### src/rtl/mci_regbank_pkg.sv
package mci_regbank_pkg;

  localparam int unsigned DATA_W    = 32;
  localparam int unsigned CTRL_IDX  = 0;
  localparam int unsigned SRST_BIT  = 31;
  localparam int unsigned GATE_BIT  = 30;
  localparam int unsigned RUN_BIT   = 29;

  // alias operation encoded in address bits [3:2]
  typedef enum logic [1:0] {
    OP_WRITE  = 2'd0,
    OP_SET    = 2'd1,
    OP_CLEAR  = 2'd2,
    OP_TOGGLE = 2'd3
  } alias_op_e;

  function automatic logic [DATA_W-1:0] reg_reset_value(input int unsigned idx);
    logic [DATA_W-1:0] v;
    v = '0;
    if (idx == CTRL_IDX) v[GATE_BIT] = 1'b1;
    return v;
  endfunction

endpackage

### src/rtl/regbank_decode.sv
module regbank_decode
  import mci_regbank_pkg::*;
#(
  parameter int unsigned ADDR_W   = 8,
  parameter int unsigned NUM_REGS = 3,
  localparam int unsigned IDX_W   = ADDR_W - 4
) (
  input  logic [ADDR_W-1:0]   addr_i,
  input  logic                we_i,
  output logic [IDX_W-1:0]    idx_o,
  output alias_op_e           op_o,
  output logic                hit_o,
  output logic [NUM_REGS-1:0] wr_sel_o
);

  logic unused_low;
  assign unused_low = ^addr_i[1:0];

  assign idx_o = addr_i[ADDR_W-1:4];
  assign op_o  = alias_op_e'(addr_i[3:2]);
  assign hit_o = ({1'b0, idx_o} < (IDX_W+1)'(NUM_REGS));

  for (genvar g = 0; g < NUM_REGS; g++) begin : g_sel
    assign wr_sel_o[g] = we_i && hit_o && (idx_o == IDX_W'(g));
  end

endmodule

### src/rtl/regbank_alias_merge.sv
module regbank_alias_merge
  import mci_regbank_pkg::*;
#(
  parameter int unsigned W = 32
) (
  input  logic [W-1:0] old_i,
  input  logic [W-1:0] wdata_i,
  input  alias_op_e    op_i,
  output logic [W-1:0] merged_o
);

  always_comb begin
    unique case (op_i)
      OP_WRITE:  merged_o = wdata_i;
      OP_SET:    merged_o = old_i | wdata_i;
      OP_CLEAR:  merged_o = old_i & ~wdata_i;
      OP_TOGGLE: merged_o = old_i ^ wdata_i;
      default:   merged_o = old_i;
    endcase
  end

endmodule

### src/rtl/regbank_srst_seq.sv
module regbank_srst_seq #(
  parameter int unsigned SRST_CYCLES = 4,
  localparam int unsigned CNT_W      = $clog2(SRST_CYCLES + 1)
) (
  input  logic clk,
  input  logic rst_n,
  input  logic busy_i,
  output logic done_o
);

  logic [CNT_W-1:0] cnt_q, cnt_d;
  logic             cnt_en;

  assign done_o = busy_i && (cnt_q == CNT_W'(SRST_CYCLES - 1));

  always_comb begin
    cnt_en = busy_i || (cnt_q != '0);
    if (!busy_i || done_o) cnt_d = '0;
    else                   cnt_d = cnt_q + 1'b1;
  end

  always_ff @(posedge clk or negedge rst_n) begin
    if (!rst_n)      cnt_q <= '0;
    else if (cnt_en) cnt_q <= cnt_d;
  end

endmodule

### src/rtl/mci_regbank.sv
module mci_regbank
  import mci_regbank_pkg::*;
#(
  parameter int unsigned ADDR_W      = 8,
  parameter int unsigned NUM_REGS    = 3,
  parameter int unsigned SRST_CYCLES = 4
) (
  input  logic                       clk,
  input  logic                       rst_n,
  input  logic [ADDR_W-1:0]          bus_addr,
  input  logic [DATA_W-1:0]          bus_wdata,
  input  logic                       bus_we,
  output logic [DATA_W-1:0]          bus_rdata,
  input  logic                       run_done,
  output logic [NUM_REGS*DATA_W-1:0] regs_o
);

  localparam int unsigned IDX_W = ADDR_W - 4;

  // reset: asynchronous assert, synchronous release
  logic [1:0] rst_sync_q;
  logic       rst_sync_n;

  always_ff @(posedge clk or negedge rst_n) begin
    if (!rst_n) rst_sync_q <= 2'b00;
    else        rst_sync_q <= {rst_sync_q[0], 1'b1};
  end
  assign rst_sync_n = rst_sync_q[1];

  // address decode
  logic [IDX_W-1:0]    idx;
  alias_op_e           op;
  logic                hit;
  logic [NUM_REGS-1:0] wr_sel;

  regbank_decode #(
    .ADDR_W   (ADDR_W),
    .NUM_REGS (NUM_REGS)
  ) u_decode (
    .addr_i   (bus_addr),
    .we_i     (bus_we),
    .idx_o    (idx),
    .op_o     (op),
    .hit_o    (hit),
    .wr_sel_o (wr_sel)
  );

  // soft-reset sequencing
  logic [NUM_REGS*DATA_W-1:0] reg_flat;
  logic                       srst_busy;
  logic                       srst_done;

  assign srst_busy = reg_flat[CTRL_IDX*DATA_W + SRST_BIT];

  regbank_srst_seq #(
    .SRST_CYCLES (SRST_CYCLES)
  ) u_srst (
    .clk    (clk),
    .rst_n  (rst_sync_n),
    .busy_i (srst_busy),
    .done_o (srst_done)
  );

  // register storage
  for (genvar g = 0; g < NUM_REGS; g++) begin : g_reg
    logic [DATA_W-1:0] q;
    logic [DATA_W-1:0] merged;
    logic [DATA_W-1:0] nxt;
    logic              en;

    regbank_alias_merge #(
      .W (DATA_W)
    ) u_merge (
      .old_i    (q),
      .wdata_i  (bus_wdata),
      .op_i     (op),
      .merged_o (merged)
    );

    if (g == CTRL_IDX) begin : g_ctrl
      always_comb begin
        nxt = q;
        en  = 1'b0;
        if (srst_done) begin
          nxt = reg_reset_value(g);
          en  = 1'b1;
        end else begin
          if (wr_sel[g] && !srst_busy) begin
            nxt = merged;
            en  = 1'b1;
            if (q[GATE_BIT]) nxt[SRST_BIT] = 1'b0;
          end
          if (run_done) begin
            nxt[RUN_BIT] = 1'b0;
            en           = 1'b1;
          end
        end
      end
    end else begin : g_data
      always_comb begin
        nxt = q;
        en  = 1'b0;
        if (srst_done) begin
          nxt = reg_reset_value(g);
          en  = 1'b1;
        end else if (wr_sel[g] && !srst_busy) begin
          nxt = merged;
          en  = 1'b1;
        end
      end
    end

    always_ff @(posedge clk or negedge rst_sync_n) begin
      if (!rst_sync_n) q <= reg_reset_value(g);
      else if (en)     q <= nxt;
    end

    assign reg_flat[g*DATA_W +: DATA_W] = q;
  end

  // read path, same cycle
  always_comb begin
    bus_rdata = '0;
    for (int i = 0; i < NUM_REGS; i++) begin
      if (hit && (idx == IDX_W'(i))) bus_rdata = reg_flat[i*DATA_W +: DATA_W];
    end
  end

  assign regs_o = reg_flat;

endmodule

### config.mk
export PLATFORM = sky130hd
export DESIGN_NAME = mci_regbank
export DESIGN_NICKNAME = d
export VERILOG_FILES = /design/src/rtl/mci_regbank_pkg.sv /design/src/rtl/regbank_decode.sv /design/src/rtl/regbank_alias_merge.sv /design/src/rtl/regbank_srst_seq.sv /design/src/rtl/mci_regbank.sv
export SDC_FILE = /design/constraint.sdc
export NUM_CORES = 1
export LEC_CHECK = 0
export ABC_AREA = 1
export ABC_CLOCK_PERIOD_IN_PS = 4850
export BUFFER_PORTS_ARGS = -buffer_cell sky130_fd_sc_hd__buf_2
export CAP_MARGIN = 20
export CELL_PAD_IN_SITES_DETAIL_PLACEMENT = 0
export CELL_PAD_IN_SITES_GLOBAL_PLACEMENT = 1
export CORE_MARGIN = 4
export CORE_UTILIZATION = 45
export DETAILED_ROUTE_END_ITERATION = 8
export GPL_TIMING_DRIVEN = 0
export PLACE_DENSITY_LB_ADDON = 0.1
export SLEW_MARGIN = 5
export SYNTH_ARGS = -nofsm -noshare
export SYNTH_HDL_FRONTEND = slang
export SYNTH_SLANG_ARGS = --single-unit
### constraint.sdc
create_clock -name clk -period 4.85 [get_ports clk]
set_clock_uncertainty 0.15 [all_clocks]
set_input_delay 0.485 -clock clk [delete_from_list [all_inputs] [get_ports clk]]
set_output_delay 0.485 -clock clk [all_outputs]
set_load 0.03 [all_outputs]
Word-level counts from Yosys, hierarchy flattened

Cells that the tools add are included.
W data, S select, Z words.

Output and inout bits: 128
Bits in registers: 101
Input port bits: 44
Word-level logic and storage cells: 71

Bitwise operators: 10
Magnitude comparators: 1
Reduce and logical (&&, ||, !) cells: 25
Add/sub/neg operators: 1
Muxes and demuxes: 22
Equality and inequality tests: 6

Operator list:

| cell                  | count |
|---|---|
| $pmux W32 S4          | 3 |
| $mux W32              | 9 |
| $and A32 B32 Y32      | 3 |
| $or A32 B32 Y32       | 3 |
| $xor A32 B32 Y32      | 3 |
| $not A32 Y32          | 1 |
| $logic_and A1 B1 Y1   | 11 |
| $mux W1               | 9 |
| $reduce_and A2 Y1     | 4 |
| $reduce_bool A2 Y1    | 3 |
| $reduce_bool A3 Y1    | 2 |
| $eq A2 B2 Y1 const B  | 2 |
| $eq A4 B1 Y1 const B  | 1 |
| $eq A4 B2 Y1 const B  | 1 |
| $logic_not A4 Y1      | 1 |
| $lt A4 B2 Y1 const B  | 1 |
| $add A3 B1 Y3 const B | 1 |
| $eq A3 B2 Y1 const B  | 1 |
| $mux W3               | 1 |
| $eq A2 B1 Y1 const B  | 1 |
| $logic_not A2 Y1      | 1 |
| $logic_or A1 B1 Y1    | 2 |
| $logic_not A1 Y1      | 1 |

Depth between registers and ports, before layout

Depth after elaboration: 8
Mapped depth: 9
Mapped depth without buffers: 7

Hierarchy

A second synthesis with hierarchy kept.

Cells, all modules: 1656
Area, all modules: 11593.6 µm²

Modules (own cells, without submodules):

| module              | instances | cells each | area an instance (µm²) | seq. area each (µm²) |
|---|---|---|---|---|
| regbank_alias_merge | 3         | 343        | 2094.5                 | 0.0 |
| mci_regbank         | 1         | 588        | 5039.8                 | 2453.6 |
| regbank_srst_seq    | 1         | 21         | 176.4                  | 75.1 |
| regbank_decode      | 1         | 18         | 93.8                   | 0.0 |

Worst setup path after synthesis

OpenSTA, ideal clock, no wires.

Path kind: input to output
Start: input bus_addr[4]
End: output bus_rdata[10]
Data required time: 4.215 ns
Slack: 2.629 ns
Arrival: 1.586 ns
Stages: 4
Cell sequence: nor2_1 > nand2_1 > clkbuf_1 > o221ai_1

Cells in the longest elaborated chain, start to end: 5
Elaborated cells on any way between the ends: 10
Classes of those cells: order compare (1); eq/ne (2); mux (3); reduce/logical (4)

Ends and longest elaborated chain:

| item                                                    | RTL line                                 | text |
|---|---|---|
| start, declared                                         | mci_regbank.sv:10                        | `input logic [ADDR_W-1:0] bus_addr,` |
| $lt A4 B2 Y1 / $logic_not A4 Y1 (equally long branches) | regbank_decode.sv:21, mci_regbank.sv:125 |  |
| $logic_and A1 B1 Y1                                     | mci_regbank.sv:125                       | `if (hit && (idx == IDX_W'(i))) bus_rdata = reg_flat[i*DATA_W +: DATA_W];` |
| $mux W32 (2 in series)                                  | mci_regbank.sv:125                       |  |
| $mux W32 (*)                                            | mci_regbank.sv:125                       |  |
| end, declared                                           | mci_regbank.sv:13                        | `output logic [DATA_W-1:0] bus_rdata,` |

Every way passes the cells marked *; elsewhere a longest branch is shown, timed or not.

Worst setup path after layout

Start: input bus_addr[4]
End: output bus_rdata[28]

Same word-level chain as after synthesis.

==> out/results.ini <==
[run_status]
outcome = finished, final reports clean

[pwr]
power_density_nw_per_um2 = 383
internal-power_w = 0.00223
combPwrFrac_pct = 48.1
share_seq_of_total_power_pct = 32.5
p_leak_nw = 6.20
p_clk_share_pct = 19.4
switchingPower_w = 0.00213
sw_frac_of_total_pct = 48.9
vdd_ir_drop_max_mv = 0.207

[yosys]
synth_edf_count = 0
yosys.area.top_type = dfrtp_1
synth-warning-count = 0
synth_common_cells = 336 x nand2_1, 195 x ha_1, 174 x nand3_1, 164 x inv_1, 125 x nor2_1
synth_cell_types = 26
netlist_area_um2 = 9840
synthTopCellsByArea = dfrtp_1 25%, ha_1 25%, nand2_1 13%, nand3_1 8.9%, inv_1 6.3%
synth_seq_cells = 101
syn_avg_cell_area_um2 = 7.20
syn-num-nets = 1606
seq_area_frac_synth_pct = 25.7
async_flop_share_pct = 100
synth.most_common_cell = nand2_1
syn_inst = 1367
synth_flop_cell = dfrtp_1
synth_top_area_share_pct = 25.4

[final_layout]
syn2layout_area_growth_pct = 16.0
final_core_util_pct = 53.6
num_antenna_cells = 0
layout.nets = 1787
drive_gt1_share_pct = 17.8

[route]
drtIter0Drc = 736
drcViolationCount = 0
wl_mm = 36.1
dr.pass1.iters = 6
viasPerCell = 5.46
vias = 9989
wl_per_cell_um = 19.7
ant_nets = 0

[cts]
root_buffer = clkbuf_16
clk_latency_ns = 0.36
cts_buffers = 9
postCtsSetupBuffers = 0
cts_tree = built
cts_sinks = 101
clockBufferDepth = 2
htree_num_levels = 3
clkSlewWorstSetupHoldPaths_ns = 0.08

[floorplanning]
die_w_um = 156
core_um2 = 21300
dieArea_um2 = 24300
fp.dieH_um = 156
rows = 53
start_util_pct = 46.2
io_pins = 172

[critical_path]
critPathKind = input port to primary output
cp_data_arrival_time_ns = 2.18
critPathMaxFanout = 10
cp_data_required_time_ns = 4.22
end_kind = primary output
timing.reg2reg.setup_slack_ns = 2.79
worstSetupStartpointType = input port

[hold_path]
hold_class = flop to asynchronous set/reset pin

[grt]
antenna_found_initial = 0
track_usage_pct = 29.4
grt_overflow_total = 0
grt_pass1_vias = 9359
grt_start_max_net_pins = 41
grt_pass1_wl_mm = 55.2

[timing]
timing.fmax_mhz = 355
final_hold_viol_count = 0
setup_violations = 0
fin_crit_sh_pct = 58.0
final.setup.worst_slack_ns = 2.04
rsz0062_at_grt = no
fin_crit_ns = 2.81
tightest_slew_ns = 0.868
drv_slew = 0
slew_headroom_pct = 42.1

[run]
maxCapViolCount = 0

[placed_design]
preCtsSetupSlack_ns = 2.10
port_buffers = 167
gp_congestion = 0.887
hpwl_mm = 25.4

## power groups by stage
stage | clock network, W | registers, W | logic [W]
after floorplan | 0 | 0.00186 | 0.000980
after global placement | 0 | 0.00143 | 0.00203
after detailed placement | 0 | 0.00143 | 0.00209
after CTS | 0.000861 | 0.00141 | 0.00210
after global routing | 0.000896 | 0.00146 | 0.00236
final | 0.000849 | 0.00142 | 0.00210
## placed cells by master (no fill, tap or decap), types with 10 or more instances in the layout
cell type  instances
a21oi_1           40
buf_2            203
buf_4             16
clkbuf_1          21
dfrtp_1           99
ha_1             195
inv_1            164
nand2_1          336
nand3_1          174
nand3_2           10
nor2_1           125
o21ai_0           59
o21ai_1           25
o21ai_2           12
o221ai_1          32
## critical path, stage by stage
cell      delay (ns)
buf_2           0.12
inv_1           0.07
nor2_1          0.04
nand2_1         0.26
clkbuf_1        0.70
o221ai_1        0.26
buf_2           0.24
## metal layers
metal	track usage, %	up-vias	routed length (um)
met3	3.27	52	2390
met2	47.0	368	16100
met1	42.3	4787	16800
met4	8.00	0	799
li1	-	4782	-
met5	0	-	0
## kinds of logic (layout without fill, tap and decap cells)
group                    Yosys count  after routing  synth area share (%)
AND/OR/NAND/NOR                  657            657                  28.7
adder cells (fa/ha/maj)          195            195                  24.8
flip-flops                       101            101                  25.7
AO/OA/AOI/OAI                    168            168                  10.2
other                              1              1                0.0381
buffers and inverters            245            431                  10.6
## layout make-up
| type | count | area, um2 |
|---|---|---|
| plain buffers | 77 | 409 |
| clock buffers | 11 | 243 |
| clock inverters | 5 | 83.8 |
| fillers | 2163 | 9870 |
| inverters | 168 | 631 |
| multi-input cells | 1021 | 6270 |
| flip-flops and latches | 101 | 2530 |
| well taps | 275 | 344 |
| repair buffers | 170 | 901 |
## final timing paths
kind                                 startpoint        endpoint  cells past startpoint
min in group clk                  rst_sync_q[0]   rst_sync_q[1]                      0
worst min register to register    rst_sync_q[1]  g_reg[0].q[19]                      0
worst max register to register  u_srst.cnt_q[0]  g_reg[2].q[20]                      8
max in group asynchronous         rst_sync_q[1]  g_reg[0].q[30]                      2
worst max-delay path                bus_addr[4]   bus_rdata[28]                      7
worst min-delay path              rst_sync_q[1]  g_reg[0].q[19]                      0
## state kept, by name (all words and copies together), names as in the netlist
| register | cells |
|---|---|
| g.q | 96 |
| u_srst.cnt_q | 3 |
| rst_sync_q | 2 |
## through the flow
stage	power, W	instance area (um2)	TNS (ns)	hold slack (ns)	instances
6_report	0.00437	11400	0	0.0871	1828
3_3_place_gp	0.00346	11000	-18.19	0.120	1809
3_5_place_dp	0.00352	11100	0	0.0966	1811
5_1_grt	0.00471	11400	0	0.116	1828
4_1_cts	0.00437	11400	0	0.102	1828
2_1_floorplan	0.00284	9840	0	0.0394	1367
## timing repair
action / 4_1_cts / 5_1_grt
hold endpoints to repair: 2 / 0
resized for setup: 0 / 0
hold buffers: 1 / 0
(Power assumes the default switching activity.)
